===== src/rtl/sdram_init_pkg.sv =====
package sdram_init_pkg;

  // command vector ordering: {cs_n, ras_n, cas_n, we_n}
  typedef enum logic [3:0] {
    CMD_LMR = 4'b0000,
    CMD_REF = 4'b0001,
    CMD_PRE = 4'b0010,
    CMD_NOP = 4'b0111
  } sdr_cmd_e;

  typedef enum logic [2:0] {
    ST_PWRUP,
    ST_TRP,
    ST_TRFC,
    ST_TMRD,
    ST_READY
  } seq_state_e;

  localparam int ALL_BANK_BIT = 10;
  localparam int MODE_BITS    = 10;

endpackage


===== src/rtl/init_wait_timer.sv =====
module init_wait_timer #(
  parameter int CNT_W = 8,
  parameter logic [CNT_W-1:0] RST_VAL = '0
) (
  input  logic             clk,
  input  logic             rst,
  input  logic             load,
  input  logic [CNT_W-1:0] load_val,
  output logic [CNT_W-1:0] cnt_o,
  output logic             expired
);

  logic [CNT_W-1:0] cnt_q;

  always_ff @(posedge clk) begin
    if (rst)
      cnt_q <= RST_VAL;
    else if (load)
      cnt_q <= load_val;
    else if (cnt_q != '0)
      cnt_q <= cnt_q - 1'b1;
  end

  assign cnt_o   = cnt_q;
  assign expired = (cnt_q == '0);

  // an expired timer that is not reloaded keeps reporting expiry
  a_r4_timer_holds_zero: assert property (@(posedge clk) disable iff (rst)
    (expired && !load) |=> expired);

endmodule


===== src/rtl/mode_word_pack.sv =====
module mode_word_pack #(
  parameter int ADDR_W = 12
) (
  input  logic [2:0]        burst_len,
  input  logic              burst_ilv,
  input  logic [2:0]        cas_lat,
  input  logic [1:0]        op_mode,
  input  logic              wr_single,
  output logic [ADDR_W-1:0] word
);

  import sdram_init_pkg::*;

  logic [MODE_BITS-1:0] fields;

  assign fields = {wr_single, op_mode, cas_lat, burst_ilv, burst_len};

  generate
    if (ADDR_W > MODE_BITS) begin : g_pad
      assign word = {{(ADDR_W-MODE_BITS){1'b0}}, fields};
    end else begin : g_exact
      assign word = fields[ADDR_W-1:0];
    end
  endgenerate

endmodule


===== src/rtl/sdram_pwrup_seq.sv =====
module sdram_pwrup_seq #(
  parameter int T_PWRUP   = 20000,
  parameter int CKE_RISE  = 10000,
  parameter int T_RP      = 3,
  parameter int T_RFC     = 14,
  parameter int T_MRD     = 2,
  parameter int N_REFRESH = 2,
  parameter int ADDR_W    = 12,
  parameter int BA_W      = 2
) (
  input  logic              clk,
  input  logic              rst,
  input  logic [2:0]        cfg_burst_len,
  input  logic              cfg_burst_ilv,
  input  logic [2:0]        cfg_cas_lat,
  input  logic [1:0]        cfg_op_mode,
  input  logic              cfg_wr_single,
  output logic              sdr_cke,
  output logic              sdr_cs_n,
  output logic              sdr_ras_n,
  output logic              sdr_cas_n,
  output logic              sdr_we_n,
  output logic [ADDR_W-1:0] sdr_addr,
  output logic [BA_W-1:0]   sdr_ba,
  output logic              init_done
);

  import sdram_init_pkg::*;

  localparam int MAX_A    = (T_PWRUP > T_RFC) ? T_PWRUP : T_RFC;
  localparam int MAX_B    = (T_RP > T_MRD) ? T_RP : T_MRD;
  localparam int MAX_WAIT = (MAX_A > MAX_B) ? MAX_A : MAX_B;
  localparam int CNT_W    = $clog2(MAX_WAIT + 1);
  localparam int REF_W    = $clog2(N_REFRESH + 1);

  localparam logic [CNT_W-1:0] LD_PWRUP = CNT_W'(T_PWRUP - 1);
  localparam logic [CNT_W-1:0] LD_RP    = CNT_W'(T_RP - 1);
  localparam logic [CNT_W-1:0] LD_RFC   = CNT_W'(T_RFC - 1);
  localparam logic [CNT_W-1:0] LD_MRD   = CNT_W'(T_MRD - 1);
  localparam logic [CNT_W-1:0] CKE_AT   = CNT_W'(T_PWRUP - CKE_RISE);
  localparam logic [REF_W-1:0] REF_LAST = REF_W'(N_REFRESH);

  seq_state_e        state_q;
  sdr_cmd_e          cmd_q;
  logic              cke_q;
  logic              done_q;
  logic [ADDR_W-1:0] addr_q;
  logic [BA_W-1:0]   ba_q;
  logic [REF_W-1:0]  ref_cnt_q;

  logic              tmr_load;
  logic [CNT_W-1:0]  tmr_load_val;
  logic [CNT_W-1:0]  tmr_cnt;
  logic              tmr_expired;
  logic [ADDR_W-1:0] mode_word;
  logic              last_ref;

  init_wait_timer #(
    .CNT_W   (CNT_W),
    .RST_VAL (LD_PWRUP)
  ) u_timer (
    .clk      (clk),
    .rst      (rst),
    .load     (tmr_load),
    .load_val (tmr_load_val),
    .cnt_o    (tmr_cnt),
    .expired  (tmr_expired)
  );

  mode_word_pack #(
    .ADDR_W (ADDR_W)
  ) u_mode (
    .burst_len (cfg_burst_len),
    .burst_ilv (cfg_burst_ilv),
    .cas_lat   (cfg_cas_lat),
    .op_mode   (cfg_op_mode),
    .wr_single (cfg_wr_single),
    .word      (mode_word)
  );

  assign last_ref = (ref_cnt_q == REF_LAST);

  // the wait that follows a command is armed on the edge that issues it
  always_comb begin
    tmr_load     = 1'b0;
    tmr_load_val = '0;
    if (tmr_expired) begin
      unique case (state_q)
        ST_PWRUP: begin tmr_load = 1'b1; tmr_load_val = LD_RP;  end
        ST_TRP:   begin tmr_load = 1'b1; tmr_load_val = LD_RFC; end
        ST_TRFC:  begin
          tmr_load     = 1'b1;
          tmr_load_val = last_ref ? LD_MRD : LD_RFC;
        end
        default: ;
      endcase
    end
  end

  always_ff @(posedge clk) begin
    if (rst) begin
      state_q   <= ST_PWRUP;
      cmd_q     <= CMD_NOP;
      cke_q     <= 1'b0;
      done_q    <= 1'b0;
      addr_q    <= '0;
      ba_q      <= '0;
      ref_cnt_q <= '0;
    end else begin
      cmd_q  <= CMD_NOP;
      addr_q <= '0;
      ba_q   <= '0;
      unique case (state_q)
        ST_PWRUP: begin
          if (tmr_cnt <= CKE_AT)
            cke_q <= 1'b1;
          if (tmr_expired) begin
            cmd_q                <= CMD_PRE;
            addr_q[ALL_BANK_BIT] <= 1'b1;
            state_q              <= ST_TRP;
          end
        end
        ST_TRP: begin
          if (tmr_expired) begin
            cmd_q     <= CMD_REF;
            ref_cnt_q <= ref_cnt_q + 1'b1;
            state_q   <= ST_TRFC;
          end
        end
        ST_TRFC: begin
          if (tmr_expired) begin
            if (last_ref) begin
              cmd_q   <= CMD_LMR;
              addr_q  <= mode_word;
              state_q <= ST_TMRD;
            end else begin
              cmd_q     <= CMD_REF;
              ref_cnt_q <= ref_cnt_q + 1'b1;
            end
          end
        end
        ST_TMRD: begin
          if (tmr_expired) begin
            done_q  <= 1'b1;
            state_q <= ST_READY;
          end
        end
        default: ;
      endcase
    end
  end

  assign sdr_cke   = cke_q;
  assign sdr_cs_n  = cmd_q[3];
  assign sdr_ras_n = cmd_q[2];
  assign sdr_cas_n = cmd_q[1];
  assign sdr_we_n  = cmd_q[0];
  assign sdr_addr  = addr_q;
  assign sdr_ba    = ba_q;
  assign init_done = done_q;

  // every real command is a single cycle followed by NOP
  a_r5_one_cycle_cmd: assert property (@(posedge clk) disable iff (rst)
    (cmd_q != CMD_NOP) |=> (cmd_q == CMD_NOP));

  // clock enable never drops outside reset
  a_r3_cke_no_fall: assert property (@(posedge clk) disable iff (rst)
    !$fell(cke_q));

  // no real command while clock enable is low
  a_r1_cmd_needs_cke: assert property (@(posedge clk) disable iff (rst)
    (cmd_q != CMD_NOP) |-> cke_q);

  // precharge always targets every bank
  a_r2_pre_all_banks: assert property (@(posedge clk) disable iff (rst)
    (cmd_q == CMD_PRE) |-> addr_q[ALL_BANK_BIT]);

  // mode load goes to bank 0 and precedes done
  a_r6_lmr_bank_zero: assert property (@(posedge clk) disable iff (rst)
    (cmd_q == CMD_LMR) |-> (ba_q == '0 && !done_q));

  // done is sticky
  a_r9_done_sticky: assert property (@(posedge clk) disable iff (rst)
    done_q |=> done_q);

  // bus is quiet and clock enabled once done
  a_r9_quiet_when_done: assert property (@(posedge clk) disable iff (rst)
    done_q |-> (cmd_q == CMD_NOP && addr_q == '0 && cke_q));

  // done only rises after the mode load has left the pins
  a_r8_done_after_lmr: assert property (@(posedge clk) disable iff (rst)
    $rose(done_q) |-> (state_q == ST_READY && ref_cnt_q == REF_LAST));

endmodule


===== config.mk =====
export PLATFORM = sky130hd
export DESIGN_NAME = sdram_pwrup_seq
export DESIGN_NICKNAME = d
export VERILOG_FILES = /design/src/rtl/sdram_init_pkg.sv /design/src/rtl/init_wait_timer.sv /design/src/rtl/mode_word_pack.sv /design/src/rtl/sdram_pwrup_seq.sv
export SDC_FILE = /design/constraint.sdc
export NUM_CORES = 1
export LEC_CHECK = 0
export BUFFER_PORTS_ARGS = -buffer_cell sky130_fd_sc_hd__buf_2
export CELL_PAD_IN_SITES_DETAIL_PLACEMENT = 0
export CELL_PAD_IN_SITES_GLOBAL_PLACEMENT = 1
export CORE_UTILIZATION = 34
export CTS_CLUSTER_SIZE = 14
export DETAILED_ROUTE_END_ITERATION = 12
export GPL_TIMING_DRIVEN = 1
export PLACE_DENSITY_LB_ADDON = 0.08
export SYNTH_ARGS = -nofsm -noshare
export SYNTH_HDL_FRONTEND = slang
export SYNTH_SLANG_ARGS = --single-unit

===== constraint.sdc =====
create_clock -name clk -period 4.67 [get_ports clk]
set_input_delay 0.467 -clock clk [delete_from_list [all_inputs] [get_ports clk]]
set_output_delay 0.467 -clock clk [all_outputs]
set_load 0.005 [all_outputs]

==> reports/metrics.csv, run 1 <==
metric,value,unit
Cell variety after synth,40,
Setup WS pre-CTS,2170,ps
status,"finished, violations left",
clock share of power,44.9,%
crit-path cells,inv_1 > ha_1 > nor4b_1 > nand4_1 > or4_1 > a21oi_1,
share of power burned in registers,52.5,%
final worst slack,2130,ps
Die X,70.5,um
combinational power share,2.6,%
Initial Util,35.9,%
ys async rst share,0,%
cell-internal power,0.474,mW
Die Y,70.5,um
hold_ws,373,ps
mapped cell area,1590,um^2
Clock Skew,4.55,ps
Min-Delay Path Class,input pin to register,
Max IR drop VDD,0.000169,V
Die Area,4970,um^2
CTS max path bufs,2,
unrepaired setup endpoints after global routing,no,
initial antenna violation count,0,
Worst-Skew Late Latency,290,ps
setup violators final,0,
NetSw,0.119,mW
"Reg clk slew, reported paths",70,ps
Final Hold Violating Endpoints,0,
"Data required, critical path",4890,ps
"Seq/Total Area, Yosys",45.2,%
CP startpoint,u_timer.cnt_o[0],
Area contributors post-synth,"dfxtp_1 45%, a21oi_1 5.0%, and2_1 3.9%, nor2_1 2.8%, or3_1 2.7%",
vias,1356,
CTS tree,built,
Final nets,220,
relative slew slack,54.6,%
Max Cap Viol,0,
Fill cells,473,
part of the cycle the worst path needs,54.3,%
Buffers on Ports,27,
CTS sink count,36,
Top Ports,32,
Post-DP Area,1730,um^2
Post-synth top cells,"36 x dfxtp_1, 16 x a21oi_1, 12 x nor2_1",
dominant synthesized flop cell,dfxtp_1,
mean post-synth cell area,8.71,um^2
overall routing resource usage,14.6,%
"flops & latches, synth",36,
area grow syn2layout,15.1,%
H-tree depth,2,
CP Max Fanout,12,
worst flop-to-flop path startpoint,u_timer.cnt_o[0],
DRT iter0 DRCs,57,
kind of critical path,register to register,
Antenna Cells,0,
Final Slew Violations,0,
routability congestion estimate,0.855,
Crit path max-delay family,simple AND/OR/NAND/NOR gates,
total design power,0.593,mW
site row count,24,
clock root buffer,clkbuf_8,
worst slew pin tran,671,ps
failing checks,design-rule violations,
top-count cell post-synth,dfxtp_1,
post-synth top area share,45.2,%
HPWL after DPL,2.37,mm
first-pass GRT wire length,5.58,mm
Post-CTS Setup Bufs,0,
DR vias/cell,5.24,
DRC Markers,6,
hold-fix buffers at CTS,0,
layout cells sized above 1,20.3,%
Peak Freq,394,MHz
Worst EP arrival,2750,ps
Yosys top cell by area,dfxtp_1,
Total Wirelength,3.34,mm
number of routed nets with antenna violations,0,
hold_sp,cfg_burst_len[1],
CP max stage delay,610,ps
DR pass1 iterations,8,
Final min period,2540,ps
gr ovfl total,0,
Setup TNS,0,ps
Syn. warnings,0,
LEAKAGE,0.716,nW
post-CTS sizing,0,
finished layout cell area,1840,um^2
wire length per cell,12.9,um
"Buf+Inv Stages, Crit Path",1,
"Slowest-stage cell, CP",or4_1,
number of flops mapped to enable cells by yosys,0,
Num CTS Buffers,5,
vias in the first global route,1242,
Critical Path End Type,register,
sw frac,20.0,%
largest net degree at the start of global routing,29,
Setup crit start kind,register,
power per standard cell area,323,nW/um^2
Synth Instances,183,
core area,4440,um^2
worst paths after layout:
check,to,slack [ps],cells past startpoint
max,state_q[0],2130,6
min,sdr_addr[1],370,2
max reg2reg,state_q[0],2130,6
min reg2reg,init_done,440,2
power groups by stage:
stage / clock network (mW) / logic, mW / registers (mW)
2_1_floorplan: 0 / 0.0121 / 0.318
3_3_place_gp: 0 / 0.0153 / 0.318
3_5_place_dp: 0 / 0.0154 / 0.318
4_1_cts: 0.277 / 0.0155 / 0.311
5_1_grt: 0.287 / 0.0176 / 0.312
6_report: 0.266 / 0.0154 / 0.312
stage by stage:
step / cells / util (%)
floorplan: 186 / -
global placement: 251 / 38.9
detailed placement: 251 / 38.9
CTS: 259 / 41.3
global route: 259 / 41.3
finish: 259 / 41.3
logic make-up (layout without fill, tap and decap cells):
kind of cell / after synthesis / after routing / share of synthesized area, %
simple gates: 81 / 81 / 29.2
mux: 3 / 3 / 1.96
buf+inv: 20 / 41 / 6.28
flops: 36 / 36 / 45.2
compound gates: 40 / 40 / 15.5
other cells: 1 / 4 / 0.235
fa+ha+maj: 2 / 2 / 1.57
cell type report:
class	count	area (um^2)	area share (%)
flip-flops and latches	36	721	39.3
well taps	52	65.1	3.54
clock buffers	6	72.6	3.95
inverters	6	22.5	1.23
clock inverters	2	35.0	1.91
repair buffers	27	135	7.36
multi-input cells	130	785	42.7
routing by layer:
metal / part of all wire, % / routed length (um) / vias up / GRT usage, %
met2: 47 / 1560 / 37 / 24.1
li1: - / - / 697 / -
met1: 47 / 1570 / 615 / 17.5
met5: 0 / 0 / - / 0
met3: 4.5 / 151 / 7 / 4.76
met4: 1.7 / 57 / 0 / 6.12
flip-flops by register name, indices dropped and copies added, names as in the netlist:
register and count:
sdr_addr 11, sdr_cke 1, cmd_q 3, ref_cnt_q 2
u_timer.cnt_o 15, init_done 1, state_q 3
cell usage in the layout (no fill, tap or decap), types with 2 or more instances in the layout:
master	netlist	routed
conb_1	1	4
a211o_1	2	2
a21oi_1	16	16
clkbuf_8	0	5
and2_1	10	10
a31oi_1	2	2
dfxtp_1	36	36
nor3b_1	3	3
or3_1	7	7
nand2_1	9	9
a21o_1	3	3
nor4_1	6	6
nand3_1	3	3
nor2_1	12	12
nand4_1	3	3
nor3_1	8	8
inv_1	6	6
or4_1	4	4
ha_1	2	2
o31ai_1	4	4
or3_2	3	3
o21ai_0	7	7
mux2i_1	2	2
buf_2	2	27
nor2b_1	6	6
o21bai_1	2	2
worst register-to-register path, cell delays in order, from the launching register on:
cell and delay, ps:
dfxtp_1 340, inv_1 90, ha_1 200, nor4b_1 580
nand4_1 510, or4_1 610, a21oi_1 140
Power figures use the tool's default switching activity.
==> run 2, diff against run 1 <==
Clock period 4.67 ns to 2.5 ns, I/O delays scaled along.
==> run 2 against run 1 <==
  * The run still ends with design-rule violations left
  * Register-to-register slack got worse by 1700 ps
  * Routed wire length shrank 1.0%
  * Core utilization is 0.56 points higher
  * Design area up 1.4%
  * Die area stayed put
==> reports/metrics.csv, run 2 (synthesis results as in run 1) <==
metric,value,unit
Final nets,222,
CTS sink count,36,
unrepaired setup endpoints after global routing,no,
max FFs per register,15,
status,"finished, violations left",
kind of critical path,register to register,
site row count,24,
Top Ports,32,
failing checks,design-rule violations,
area grow syn2layout,16.7,%
R2R Path End,u_timer.cnt_o[7],
first-pass GRT wire length,5.51,mm
largest net degree at the start of global routing,29,
sw frac,20.8,%
DRC Markers,6,
Final Hold Violating Endpoints,0,
initial antenna violation count,0,
Total Wirelength,3.31,mm
Peak Freq,494,MHz
DR pass1 iterations,8,
Reg2Reg Depth,6,
clock root buffer,clkbuf_8,
core area,4440,um^2
wire length per cell,12.7,um
vias,1383,
Num CTS Buffers,5,
WHS Path Cells,2,
worst flop-to-flop path startpoint,u_timer.cnt_o[0],
DRT iter0 DRCs,67,
Setup crit start kind,register,
NetSw,0.232,mW
Die X,70.5,um
Die Area,4970,um^2
layout cells sized above 1,22.0,%
Post-CTS Setup Bufs,0,
Buffers on Ports,27,
Die Y,70.5,um
Max Cap Viol,0,
Setup TNS,0,ps
power per standard cell area,600,nW/um^2
HPWL after DPL,2.36,mm
setup violators final,0,
"commonest non-fill, non-tap cell in the layout",dfxtp_1,
worst slew pin tran,550,ps
part of the cycle the worst path needs,80.9,%
LEAKAGE,0.724,nW
"Reg clk slew, reported paths",70,ps
H-tree depth,2,
overall routing resource usage,14.1,%
Initial Util,35.9,%
Final Slew Violations,0,
Min-Delay Path Class,input pin to register,
clock share of power,45.3,%
CP startpoint,u_timer.cnt_o[0],
gr ovfl total,0,
R2R Setup Slk,480,ps
DR vias/cell,5.30,
CTS tree,built,
"Data required, critical path",2710,ps
Clock Skew,4.40,ps
share of power burned in registers,52.1,%
routability congestion estimate,0.854,
CP endpoint,u_timer.cnt_o[7],
Worst EP arrival,2240,ps
combinational power share,2.6,%
Max IR drop VDD,0.000270,V
number of routed nets with antenna violations,0,
relative slew slack,63.0,%
vias in the first global route,1248,
Worst-Skew Late Latency,290,ps
Final min period,2020,ps
cell-internal power,0.885,mW
hold_ws,155,ps
Critical Path End Type,register,
CP Max Fanout,7,
highest-count cells in the layout ignoring fill and taps,"36 x dfxtp_1, 27 x buf_2, 16 x a21oi_1",
Antenna Cells,0,
CTS max path bufs,2,
-- run 2: cell types whose count changed in the layout (fill, tap and decap cells not counted) --
cell / before / now
buf_4: 0 / 2
nor4b_2: 0 / 1
nor4b_1: 1 / 0
clkbuf_1: 1 / 0
clkinvlp_4: 0 / 1
-- run 2: cell type report --
class                   count  area [um^2]
clock buffers               5         68.8
clock inverters             3         42.5
fillers                   465         2580
inverters                   6         22.5
multi-input cells         130          791
flip-flops and latches     36          721
well taps                  52         65.1
repair buffers             29          150
-- run 2: worst min-delay path by stage --
stage,endpoint,start
2_1_floorplan,sdr_addr[0],cfg_burst_len[0]
3_3_place_gp,init_done,init_done
3_5_place_dp,init_done,init_done
4_1_cts,sdr_addr[2],cfg_burst_len[2]
5_1_grt,sdr_addr[2],cfg_burst_len[2]
6_report,sdr_addr[2],cfg_burst_len[2]
-- run 2: through the flow --
stage | std cells | power (mW) | setup WS (ps) | area, um^2 | util [%]
after detailed placement | 253 | 0.623 | 290 | 1740 | 39.2
final | 261 | 1.12 | 476 | 1860 | 41.9
after floorplan | 186 | 0.616 | 584 | 1610 | -
after global placement | 253 | 0.623 | 357 | 1740 | 39.2
after CTS | 261 | 1.13 | 258 | 1850 | 41.7
after global routing | 261 | 1.16 | 290 | 1860 | 41.9
-- run 2: what timing repair did --
action	CTS	global route
gates resized for setup	0	1
hold buffers	0	0
setup endpoints to repair	0	1
-- run 2: routing by layer --
metal  wire, um  vias to the layer above  share of wire [%]  GRT usage [%]
li1           -                      700                  -              -
met1       1580                      645                 48           17.1
met2       1540                       33                 47           23.4
met3        147                        5                4.4           4.47
met4         37                        0                1.1           4.76
met5          0                        -                  0              0
-- run 2: power by group through the flow --
stage | registers, mW | clock network, mW | logic, mW
after global routing | 0.583 | 0.541 | 0.0322
after floorplan | 0.594 | 0 | 0.0226
after global placement | 0.595 | 0 | 0.0288
final | 0.582 | 0.506 | 0.0285
after detailed placement | 0.595 | 0 | 0.0285
after CTS | 0.581 | 0.520 | 0.0285
-- run 2: critical path, stage by stage (launching register included) --
cell     delay, ps
dfxtp_1        380
inv_1           80
ha_1           230
nor4b_2        190
and3_1         290
or4_2          620
a21oi_1        160
==> run 3, diff against run 2 <==
Clock period 2.5 ns to 2 ns, I/O delays scaled along.
==> run 3 against run 2 <==
  * Sequential cell count is the same
  * Via count grew 2.0%
  * The flow still finishes with violations (design-rule violations)
  * Fmax grew 6.6%
  * Critical path type unchanged
  * Global-route usage grew 1.4 points
  * Hold slack lost 59 ps
  * Register-to-register slack lost 370 ps
  * Clock skew grew 0.68 ps
  * Design area grew 5.6%
  * Critical path depth shrank 2
==> reports/metrics.csv, run 3 (synthesis results as in run 1) <==
metric,value,unit
Num CTS Buffers,5,
Final min period,1900,ps
Worst-Skew Late Latency,290,ps
R2R Path End,u_timer.cnt_o[13],
"Data required, critical path",2230,ps
Setup WS pre-CTS,30.1,ps
gr ovfl total,0,
Die Y,70.5,um
first-pass GRT wire length,5.84,mm
area grow syn2layout,23.3,%
Final Hold Violating Endpoints,0,
DRC Markers,6,
site row count,24,
hold_ws,96.5,ps
Setup TNS,0,ps
LEAKAGE,0.779,nW
Peak Freq,527,MHz
"Buf+Inv Stages, Crit Path",0,
Max Cap Viol,0,
H-tree depth,2,
part of the cycle the worst path needs,94.9,%
share of power burned in registers,55.6,%
Setup crit start kind,register,
clock root buffer,clkbuf_8,
"Slowest-stage cell, CP",or4_4,
failing checks,design-rule violations,
initial antenna violation count,0,
number of routed nets with antenna violations,0,
Initial Util,35.9,%
Die X,70.5,um
Die Area,4970,um^2
core area,4440,um^2
final worst slack,102,ps
"commonest non-fill, non-tap cell in the layout",dfxtp_1,
Worst Hold End,sdr_addr[2],
CTS tree,built,
largest net degree at the start of global routing,18,
Crit path max-delay family,simple AND/OR/NAND/NOR gates,
Final Slew Violations,0,
combinational power share,3.7,%
Worst EP arrival,2130,ps
CTS max path bufs,2,
CP max stage delay,580,ps
Min-Delay Path Class,input pin to register,
Antenna Cells,0,
DRT iter0 DRCs,67,
vias in the first global route,1274,
routability congestion estimate,0.769,
unrepaired setup endpoints after global routing,no,
R2R Setup Slk,100,ps
Buffers on Ports,27,
Final Core Density,44.2,%
Critical Path End Type,register,
Final nets,236,
power per standard cell area,664,nW/um^2
worst flop-to-flop path startpoint,u_timer.cnt_o[8],
hold_sp,cfg_burst_len[2],
DR vias/cell,5.13,
setup violators final,0,
crit-path cells,or4_4 > or3_1 > or4_1 > a21oi_1,
vias,1410,
WHS Path Cells,2,
overall routing resource usage,15.4,%
hold-fix buffers at CTS,0,
wire length per cell,12.8,um
NetSw,0.315,mW
CP Max Fanout,6,
highest-count cells in the layout ignoring fill and taps,"35 x dfxtp_1, 27 x buf_2, 16 x buf_4",
DR pass1 iterations,8,
Total Wirelength,3.52,mm
max FFs per register,15,
clock share of power,40.8,%
Top Ports,32,
CTS sink count,36,
status,"finished, violations left",
kind of critical path,register to register,
Max IR drop VDD,0.000319,V
"Reg clk slew, reported paths",80,ps
layout cells sized above 1,29.1,%
Clock Skew,5.08,ps
sw frac,24.1,%
Reg2Reg Depth,4,
cell-internal power,0.991,mW
HPWL after DPL,2.53,mm
==> run 3: worst max-delay path by stage <==
stage | start | end | slack [ps] | cells after the start
2_1_floorplan | u_timer.cnt_o[0] | u_timer.cnt_o[7] | 80 | 7
3_3_place_gp | u_timer.cnt_o[0] | u_timer.cnt_o[7] | 90 | 7
3_5_place_dp | u_timer.cnt_o[0] | u_timer.cnt_o[7] | 30 | 7
4_1_cts | u_timer.cnt_o[0] | u_timer.cnt_o[7] | 50 | 7
5_1_grt | u_timer.cnt_o[8] | u_timer.cnt_o[13] | 10 | 4
6_report | u_timer.cnt_o[8] | u_timer.cnt_o[13] | 100 | 4
==> run 3: metrics by stage <==
stage / power (mW) / cell area, um^2 / instances
CTS: 1.32 / 1940 / 274
floorplan: 0.771 / 1610 / 186
global route: 1.36 / 1970 / 275
global placement: 0.786 / 1840 / 266
detailed placement: 0.788 / 1840 / 266
finish: 1.31 / 1970 / 275
==> run 3: area by class of cell <==
type                    instances  area, um^2
well taps                      52        65.1
fillers                       484        2480
clock buffers                   5        68.8
clock inverters                 3        23.8
multi-input cells             130         808
inverters                       6        22.5
flip-flops and latches         36         722
repair buffers                 43         255
==> run 3: power by group through the flow <==
stage	Clock, mW	Sequential [mW]	Combinational, mW
after floorplan	0	0.742	0.0283
after CTS	0.545	0.725	0.0475
after global routing	0.581	0.726	0.0545
after global placement	0	0.741	0.0445
after detailed placement	0	0.742	0.0457
final	0.532	0.726	0.0480
==> run 3: what timing repair did <==
item | 4_1_cts | 5_1_grt
buffers inserted | 0 | 1
resized for setup | 2 | 5
pin swaps | 0 | 2
endpoints found under the setup margin | 1 | 16
==> run 3: layer usage <==
metal,GRT usage (%),share of wire [%],up-vias,wire length (um)
li1,-,-,725,-
met1,19.8,49,644,1710
met2,23.5,45,36,1590
met3,5.48,5.1,5,181
met4,6.12,1.2,0,42
met5,0,0,-,0
